[config.mk]
export PLATFORM = sky130hd
export DESIGN_NAME = adc_clk_resync
export DESIGN_NICKNAME = d
export VERILOG_FILES = /design/src/rtl/adc_clk_resync_pkg.sv /design/src/rtl/adc_clk_resync_edge.sv /design/src/rtl/adc_clk_resync_ratio.sv /design/src/rtl/adc_clk_resync_fsm.sv /design/src/rtl/adc_clk_resync.sv
export SDC_FILE = /design/constraint.sdc
export NUM_CORES = 1
export LEC_CHECK = 0
export ABC_AREA = 0
export BUFFER_PORTS_ARGS = -buffer_cell sky130_fd_sc_hd__buf_2
export CAP_MARGIN = 25
export CORE_UTILIZATION = 40
export DETAILED_ROUTE_END_ITERATION = 6
export PLACE_DENSITY = 0.66
export SLEW_MARGIN = 40
export SYNTH_ARGS = -nofsm -noshare
export SYNTH_HDL_FRONTEND = slang
export SYNTH_SLANG_ARGS = --single-unit
export TNS_END_PERCENT = 1
[constraint.sdc]
create_clock -name clk -period 3.64 [get_ports clk]
set_input_delay 1.092 -clock clk [delete_from_list [all_inputs] [get_ports clk]]
set_output_delay 1.092 -clock clk [all_outputs]
set_load 0.01 [all_outputs]
[src/rtl/adc_clk_resync_pkg.sv]
package adc_clk_resync_pkg;

    // Bit 0 of every encoding is the level of the ADC clock, so the clock
    // pin is one flop output with no decode in front of it.
    typedef enum logic [2:0] {
        ST_IDLE    = 3'b000,
        ST_RUN_LO  = 3'b010,
        ST_HOLD_LO = 3'b100,
        ST_RUN_HI  = 3'b011,
        ST_HOLD_HI = 3'b101
    } divstate_e;

endpackage

[src/rtl/adc_clk_resync_edge.sv]
module adc_clk_resync_edge (
    input  logic clk,
    input  logic rst,
    input  logic level_in,
    output logic rise_out
);

    logic level_q;

    always_ff @(posedge clk) begin
        if (rst) begin
            level_q <= 1'b0;
        end else begin
            level_q <= level_in;
        end
    end

    // High for one cycle on a low-to-high change, however long the level stays.
    assign rise_out = level_in & ~level_q;

endmodule

[src/rtl/adc_clk_resync_ratio.sv]
module adc_clk_resync_ratio #(
    parameter int SEL_W     = 2,
    parameter int BASE_DIV  = 4,
    parameter int NUM_RATES = 3
) (
    input  logic [SEL_W-1:0]                                          code_in,
    output logic [$clog2(((BASE_DIV/2) << (NUM_RATES-1)) + 1)-1:0] half_out
);

    localparam int BASE_HALF = BASE_DIV / 2;
    localparam int MAX_HALF  = BASE_HALF << (NUM_RATES - 1);
    localparam int HALF_W    = $clog2(MAX_HALF + 1);

    // Codes beyond the last ratio fall back to the slowest one.
    always_comb begin
        half_out = HALF_W'(MAX_HALF);
        for (int i = 0; i < NUM_RATES; i++) begin
            if (int'(code_in) == i) begin
                half_out = HALF_W'(BASE_HALF << i);
            end
        end
    end

endmodule

[src/rtl/adc_clk_resync_fsm.sv]
module adc_clk_resync_fsm
    import adc_clk_resync_pkg::*;
#(
    parameter int SEL_W     = 2,
    parameter int BASE_DIV  = 4,
    parameter int NUM_RATES = 3,
    parameter int ALIGN_CYC = 16
) (
    input  logic             clk,
    input  logic             rst,
    input  logic             sync_evt,
    input  logic [SEL_W-1:0] code_in,
    output logic             clk_level,
    output logic             rise_stb
);

    localparam int MAX_HALF = (BASE_DIV / 2) << (NUM_RATES - 1);
    localparam int HALF_W   = $clog2(MAX_HALF + 1);
    localparam int ALIGN_W  = $clog2(ALIGN_CYC);

    divstate_e          state_q, state_d;
    logic [HALF_W-1:0]  phase_q, phase_d;
    logic [ALIGN_W-1:0] align_q, align_d;
    logic [SEL_W-1:0]   act_code_q, act_code_d;
    logic [SEL_W-1:0]   pend_code_q, pend_code_d;
    logic [HALF_W-1:0]  act_half;
    logic               half_done;
    logic               align_done;

    adc_clk_resync_ratio #(
        .SEL_W    (SEL_W),
        .BASE_DIV (BASE_DIV),
        .NUM_RATES(NUM_RATES)
    ) u_ratio (
        .code_in (act_code_q),
        .half_out(act_half)
    );

    assign half_done  = (phase_q == act_half - HALF_W'(1));
    assign align_done = (align_q == ALIGN_W'(ALIGN_CYC - 1));

    // State register.
    always_ff @(posedge clk) begin
        if (rst) begin
            state_q     <= ST_IDLE;
            phase_q     <= '0;
            align_q     <= '0;
            act_code_q  <= '0;
            pend_code_q <= '0;
        end else begin
            state_q     <= state_d;
            phase_q     <= phase_d;
            align_q     <= align_d;
            act_code_q  <= act_code_d;
            pend_code_q <= pend_code_d;
        end
    end

    // Next-state logic.
    always_comb begin
        state_d     = state_q;
        phase_d     = phase_q;
        align_d     = align_q;
        act_code_d  = act_code_q;
        pend_code_d = pend_code_q;
        if (sync_evt) begin
            pend_code_d = code_in;
        end
        unique case (state_q)
            ST_IDLE: begin
                if (sync_evt) begin
                    state_d = ST_HOLD_LO;
                    align_d = '0;
                end
            end
            ST_RUN_HI: begin
                if (sync_evt) begin
                    align_d = '0;
                    if (half_done) begin
                        state_d = ST_HOLD_LO;
                    end else begin
                        state_d = ST_HOLD_HI;
                        phase_d = phase_q + HALF_W'(1);
                    end
                end else if (half_done) begin
                    state_d = ST_RUN_LO;
                    phase_d = '0;
                end else begin
                    phase_d = phase_q + HALF_W'(1);
                end
            end
            ST_RUN_LO: begin
                if (sync_evt) begin
                    state_d = ST_HOLD_LO;
                    align_d = '0;
                end else if (half_done) begin
                    state_d = ST_RUN_HI;
                    phase_d = '0;
                end else begin
                    phase_d = phase_q + HALF_W'(1);
                end
            end
            ST_HOLD_HI: begin
                align_d = sync_evt ? '0 : align_q + ALIGN_W'(1);
                if (half_done) begin
                    state_d = ST_HOLD_LO;
                end else begin
                    phase_d = phase_q + HALF_W'(1);
                end
            end
            ST_HOLD_LO: begin
                if (sync_evt) begin
                    align_d = '0;
                end else if (align_done) begin
                    state_d    = ST_RUN_HI;
                    phase_d    = '0;
                    act_code_d = pend_code_q;
                end else begin
                    align_d = align_q + ALIGN_W'(1);
                end
            end
            default: begin
                state_d = ST_IDLE;
            end
        endcase
    end

    // Outputs.
    always_comb begin
        clk_level = state_q[0];
        rise_stb  = (state_q == ST_RUN_HI) && (phase_q == '0);
    end

endmodule

[src/rtl/adc_clk_resync.sv]
module adc_clk_resync #(
    parameter int SEL_W     = 2,
    parameter int BASE_DIV  = 4,
    parameter int NUM_RATES = 3,
    parameter int ALIGN_CYC = BASE_DIV << (NUM_RATES - 1)
) (
    input  logic             clk,
    input  logic             rst,
    input  logic             pix_sync,
    input  logic [SEL_W-1:0] rate_sel,
    output logic             adc_clk,
    output logic             sample_stb
);

    logic sync_rise;

    adc_clk_resync_edge u_edge (
        .clk     (clk),
        .rst     (rst),
        .level_in(pix_sync),
        .rise_out(sync_rise)
    );

    adc_clk_resync_fsm #(
        .SEL_W    (SEL_W),
        .BASE_DIV (BASE_DIV),
        .NUM_RATES(NUM_RATES),
        .ALIGN_CYC(ALIGN_CYC)
    ) u_fsm (
        .clk      (clk),
        .rst      (rst),
        .sync_evt (sync_rise),
        .code_in  (rate_sel),
        .clk_level(adc_clk),
        .rise_stb (sample_stb)
    );

endmodule

; Word level (Yosys, flattened, before mapping)
; Cells that the tools add are included.
[word_totals]
ff_bits = 16
latchBits = 0
mem_bits_rw = 0
romBits = 0
output_inout_bits = 2
word_cells = 65
n_memories = 0
[classes]
n_addsub = 3
multipliers = 0
n_div = 0
n_lt_le_gt_ge = 0
eq_ne = 17
n_shift = 0
n_mux = 25
bitwise = 3
reduce_logical = 11
[ops]
columns = operator, count
row1 = $mux 4, 13
row2 = $mux 3, 8
row3 = $pmux 4 s4, 1
row4 = $pmux 3 s5, 1
row5 = $pmux 4 s3, 1
row6 = $add 4x1->4 const B, 2
row7 = $ne 2x1->1 const B, 4
row8 = $eq 3x2->1 const B, 2
row9 = $eq 3x3->1 const B, 2
row10 = $ne 3x1->1 const B, 2
row11 = $reduce_and 3->1, 2
row12 = $reduce_and 6->1, 1
row13 = $eq 2x2->1 const B, 2
row14 = $eq 4x4->1, 1
row15 = $eq 4x4->1 const B, 1
row16 = $logic_not 4->1, 1
row17 = $ne 2x2->1 const B, 2
row18 = $reduce_and 4->1, 1
row19 = $reduce_bool 4->1, 1
row20 = $sub 4x1->4 const B, 1
row21 = $logic_not 3->1, 1
row22 = $ne 3x2->1 const B, 1
row23 = $reduce_bool 3->1, 1
row24 = $reduce_or 3->1, 1
row25 = other kinds (5), 6

; Logic depth before layout (Yosys ltp)
[logic_depth]
depth_word = 9
depth_mapped = 8
mapped_depth_nobuf = 8

; By module
; Synthesis repeated with hierarchy kept, for this count alone.
[hier_totals]
hier_cells = 115
hier_area_um2 = 991.0
[modules_own_cells]
columns = module, n_inst, cells_per_inst, area_per_inst_um2, seq_area_each_um2
row1 = adc_clk_resync_fsm, 1, 107, 918.4, 300.3
row2 = adc_clk_resync_edge, 1, 3, 47.5, 20.0
row3 = adc_clk_resync_ratio, 1, 5, 25.0, 0.0

; Worst setup path after synthesis
; OpenSTA, ideal clock, no wires.
[synth_path]
path_type = reg-to-reg
startpoint = register u_fsm.act_code_q[1]
endpoint = register u_fsm.phase_q[0]
t_arrival_ps = 2304
required_time_ps = 3549
slack_ps = 1245
stages_incl_launch_ff = 9
n_path_buf = 0
period_less_slack_ps = 2395
path_cell_list = dfxtp_1 > or2_2 > ha_1 > xnor2_1 > a2111oi_4 > inv_1 > ha_1 > a21o_1 > a311oi_1
[synth_via]
elab_chain_len = 9
word_cells_on_any_way = 13
cone_classes = 1 x add/sub / 3 x eq/ne / 8 x mux / 1 x reduce/logical
[synth_rtl]
columns = element, line
row1 = from (decl), adc_clk_resync_fsm.sv:24  ; logic [SEL_W-1:0] act_code_q, act_code_d;
row2 = from (signal assigned), adc_clk_resync_fsm.sv:54  ; act_code_q <= act_code_d;
row3 = $logic_not 2->1, adc_clk_resync_ratio.sv:18  ; if (int'(code_in) == i) begin
row4 = $mux 4 (2 in series), adc_clk_resync_ratio.sv:18
row5 = $mux 4 (*), adc_clk_resync_ratio.sv:18
row6 = $sub 4x1->4 (*), adc_clk_resync_fsm.sv:39  ; assign half_done = (phase_q == act_half - HALF_W'(1));
row7 = $eq 4x4->1 (*), adc_clk_resync_fsm.sv:39
row8 = $mux 4 (on tied branches), n/a
row9 = $mux 4 (on tied branches), "adc_clk_resync_fsm.sv:93, adc_clk_resync_fsm.sv:77"
row10 = $pmux 4 s4 (*), adc_clk_resync_fsm.sv:69  ; unique case (state_q)
row11 = to (signal assigned), adc_clk_resync_fsm.sv:52  ; phase_q <= phase_d;
row12 = to (decl), adc_clk_resync_fsm.sv:22  ; logic [HALF_W-1:0] phase_q, phase_d;
; Mark *: on every way between the ends. The rest lies on a longest branch, timed or not. The select of a mux whose other input is x is not followed.
; A chain may end at the register's enable or synchronous reset.

; Worst setup path after layout
[layout_path]
startpoint = register u_fsm.state_q[1]
endpoint = output sample_stb
[layout_via]
elab_chain_len = 2
[layout_rtl]
columns = element, line
row1 = from (decl), adc_clk_resync_fsm.sv:21  ; divstate_e state_q, state_d;
row2 = from (signal assigned), adc_clk_resync_fsm.sv:51  ; state_q <= state_d;
row3 = $eq 3x2->1, adc_clk_resync_fsm.sv:131  ; rise_stb = (state_q == ST_RUN_HI) && (phase_q == '0);
row4 = $logic_and 1x1->1, adc_clk_resync_fsm.sv:131
row5 = to (decl), adc_clk_resync.sv:12  ; output logic sample_stb
; No other way between the ends.

==> impl_results.md <==
* Status: completed
* Post-CTS Resized at 0
* Antenna Violating Nets Remaining at 0
* RSZ-0062 raised after global routing: no
* Max Transition Viols Final at 0
* First-pass GRT wire length at 3491 microns
* Post-route cell area at 1125 sq um
* Post-synth EDFFs at 0
* Compound-Gate Fraction of Synth Area at 23.12%
* Level count of the clock H-tree at 1
* WP data arrival at 1.62 ns
* Overflow left after global routing at 0
* Hold crit path type: flop to flop
* Seq cells post-synth at 16
* XOR/XNOR Fraction of Synth Area at 6.538%
* Syn_area_per_cell at 8.202 sq um
* Fin. Hold Viols at 0
* Yosys cell types at 35
* CP endpoint kind: output port
* Adder-cell share of the synthesized area at 6.053%
* N_diodes at 0
* Die W at 52.83 microns
* Largest family of logic cells by synthesized area: simple AND/OR/NAND/NOR gates
* Fin Clk Skew at 0.001080 ns
* Startpoint Class: flop
* Non-Filler Instances at 162
* Crit path buf inv count at 1
* Post-CTS Hold Buffers at 0
* Mapped Area at 1033 sq um
* Placed Instances at 158
* Crit path max-delay family: simple AND/OR/NAND/NOR gates
* Post-Route Setup TNS at 0 ns
* Latest clock arrival within the worst-skew pair at 0.29 ns
* CP max stage delay at 0.47 ns
* Slew margin rel. at 55.58%
* Synth area leader: dfxtp_1
* Synth Area in Simple Gates at 26.27%
* Worst vdd ir at 0.1942 mV
* Dpl hpwl at 1559 microns
* Synth top area cells: dfxtp_1 31%, ha_1 6.1%, a21oi_1 5.3%, nor2_1 4.7%, o21ai_0 4.4%
* Initial Utilization at 42.10%
* Post-synthesis mux area share at 2.906%
* Clk slew on worst S/H paths at 0.09 ns
* Lkg Pwr at 0.0004289 uW
* # DRC at 0
* Area post-placement at 1089 sq um
* Layout cells sized above 1 at 12.88%
* Highest Clock Rate at 0.3681 GHz
* First DRT Iteration DRCs at 19
* All-Layer GR Usage at 17.08%
* Number of placement rows at 18
* I/O pins at 7
* Total routed wirelength at 2074 microns
* WP data required at 2.55 ns
* Avg Vias per Cell at 5.432
* Root buffer cell: clkbuf_4
* Setup ws final at 0.9232 ns
* Dominant synthesized flop cell: dfxtp_1
* Warnings, synthesis at 0
* Period Utilization, post-route at 74.64%
* Area Overhead vs Synth at 8.838%
* Initial antenna violation count at 0
* Die height at 52.83 microns
* Place WS at 0.9203 ns
* Max stage delay cell, worst path: dfxtp_1
* Crit-path cells: nor2b_1 > nand3_1 > nor3_1 > buf_2
* DR vias at 880
* Maxcap violations at 0
* Max clock buf depth at 2
* Routability Congestion at 0.8981
* Setup repair bufs after CTS at 0
* Final layout net count at 143
* CP startpoint: u_fsm.state_q[1]
* # clock sinks at 16
* Syn Nets at 136
* Layout fillers at 248
* Wire per inst at 12.80 microns
* Post-Syn Instances at 126
* Die Footprint at 2791 sq um
* Router iterations before antenna repair at 4
* Pin count of the biggest net entering global routing at 16
* Core box area at 2455 sq um
* Period minus WS final at 2.717 ns
* Number of global-route vias before repair at 815
* Worst Hold Launch: u_fsm.pend_code_q[1]
* Max FO, Critical Path at 9
* Hold Slack at 0.4633 ns
* Sequential fraction of the synthesis area at 30.99%
* Async set or reset register ratio after synthesis at 0%
* Critical path class: flop to output port
* Reg2reg start: u_fsm.act_code_q[1]
* Yosys top cell area share at 30.99%
* Pwr dens at 310.4 nW/um^2
* Slew @ Worst Pin at 0.6649 ns
* TritonCTS clock tree: built
* Input/output buffers at 6
* CTS Buf Count at 3
* Setup Viol. Count Final at 0
## tightest hold or removal path, cell delays in order (launching register included)
cell and delay [ns]:
dfxtp_1 0.32, nand2_1 0.05, a21oi_1 0.05
## final cells by class
cell class	count	area, sq um	area share [%]
Clock buffer	4	36.28	3.226
Inverter	6	22.52	2.002
Multi-Input combinational cell	99	670.6	59.62
Sequential cell	16	320.3	28.48
Tap cell	30	37.54	3.337
Timing Repair Buffer	7	37.54	3.337
## cells in the final DEF (no fill, tap or decap), drive strengths merged
cell and count:
and3b 1, mux2i 3, a21boi 1, o311ai 1, nand2 9, xor3 1
xor2 1, a31oi 1, or2b 1, a21oi 11, o21ai 9, inv 6
a41oi 1, nand2b 7, nor3b 3, nor3 3, nor2 13, xnor2 4
nand3 6, buf 7, o32ai 2, a311oi 1, a2111oi 3, or2 1
a21o 3, dfxtp 16, ha 5, o22ai 1, or3 2, nor2b 5
clkbuf 4
## final timing paths
check,endpoint,slack (ns),depth (start not counted)
max reg2reg,u_fsm.phase_q[0],1.11,9
min,u_fsm.pend_code_q[1],0.46,2
min reg2reg,u_fsm.pend_code_q[1],0.46,2
max,sample_stb,0.92,4
## Yosys cell counts, types with 2 or more instances
library cell	count
dfxtp_1	16
nor2_1	13
a21oi_1	11
nand2_1	9
o21ai_0	9
nand2b_1	7
inv_1	6
nand3_1	6
ha_1	5
nor2b_1	5
clkbuf_1	4
xnor2_1	4
a21o_1	3
mux2i_1	3
nor3_1	3
a2111oi_0	2
nor3b_1	2
## registers in the layout, indices dropped and copies added, names as in the netlist
| register | cells |
|---|---|
| u_edge.level_q | 1 |
| u_fsm.act_code_q | 2 |
| u_fsm.align_q | 4 |
| u_fsm.pend_code_q | 2 |
| u_fsm.phase_q | 4 |
| u_fsm.state_q | 3 |
## power by group
part	switching [uW]	internal (uW)
clock	59.1	61.0
combinational	24.4	16.9
sequential	7.20	181
## cells by family after synthesis
group           Yosys count
compound gates           34
simple gates             51
buf+inv                  11
fa+ha+maj                 5
flops                    16
xor+xnor                  6
mux                       3
## through the flow
stage	total power, uW	utilization, %
finish	349.1	45.82
floorplan	222.9	-
global placement	232.0	44.34
detailed placement	233.1	44.34
CTS	352.1	45.82
global route	366.0	45.82
## layer usage
metal / GRT usage [%] / wire (microns) / up-vias
met5: 0 / 0 / -
met4: 6.579 / 30 / 0
met3: 3.478 / 59 / 5
met2: 27.85 / 937 / 15
met1: 21.78 / 1047 / 402
li1: - / - / 458
(Power assumes the default switching activity.)
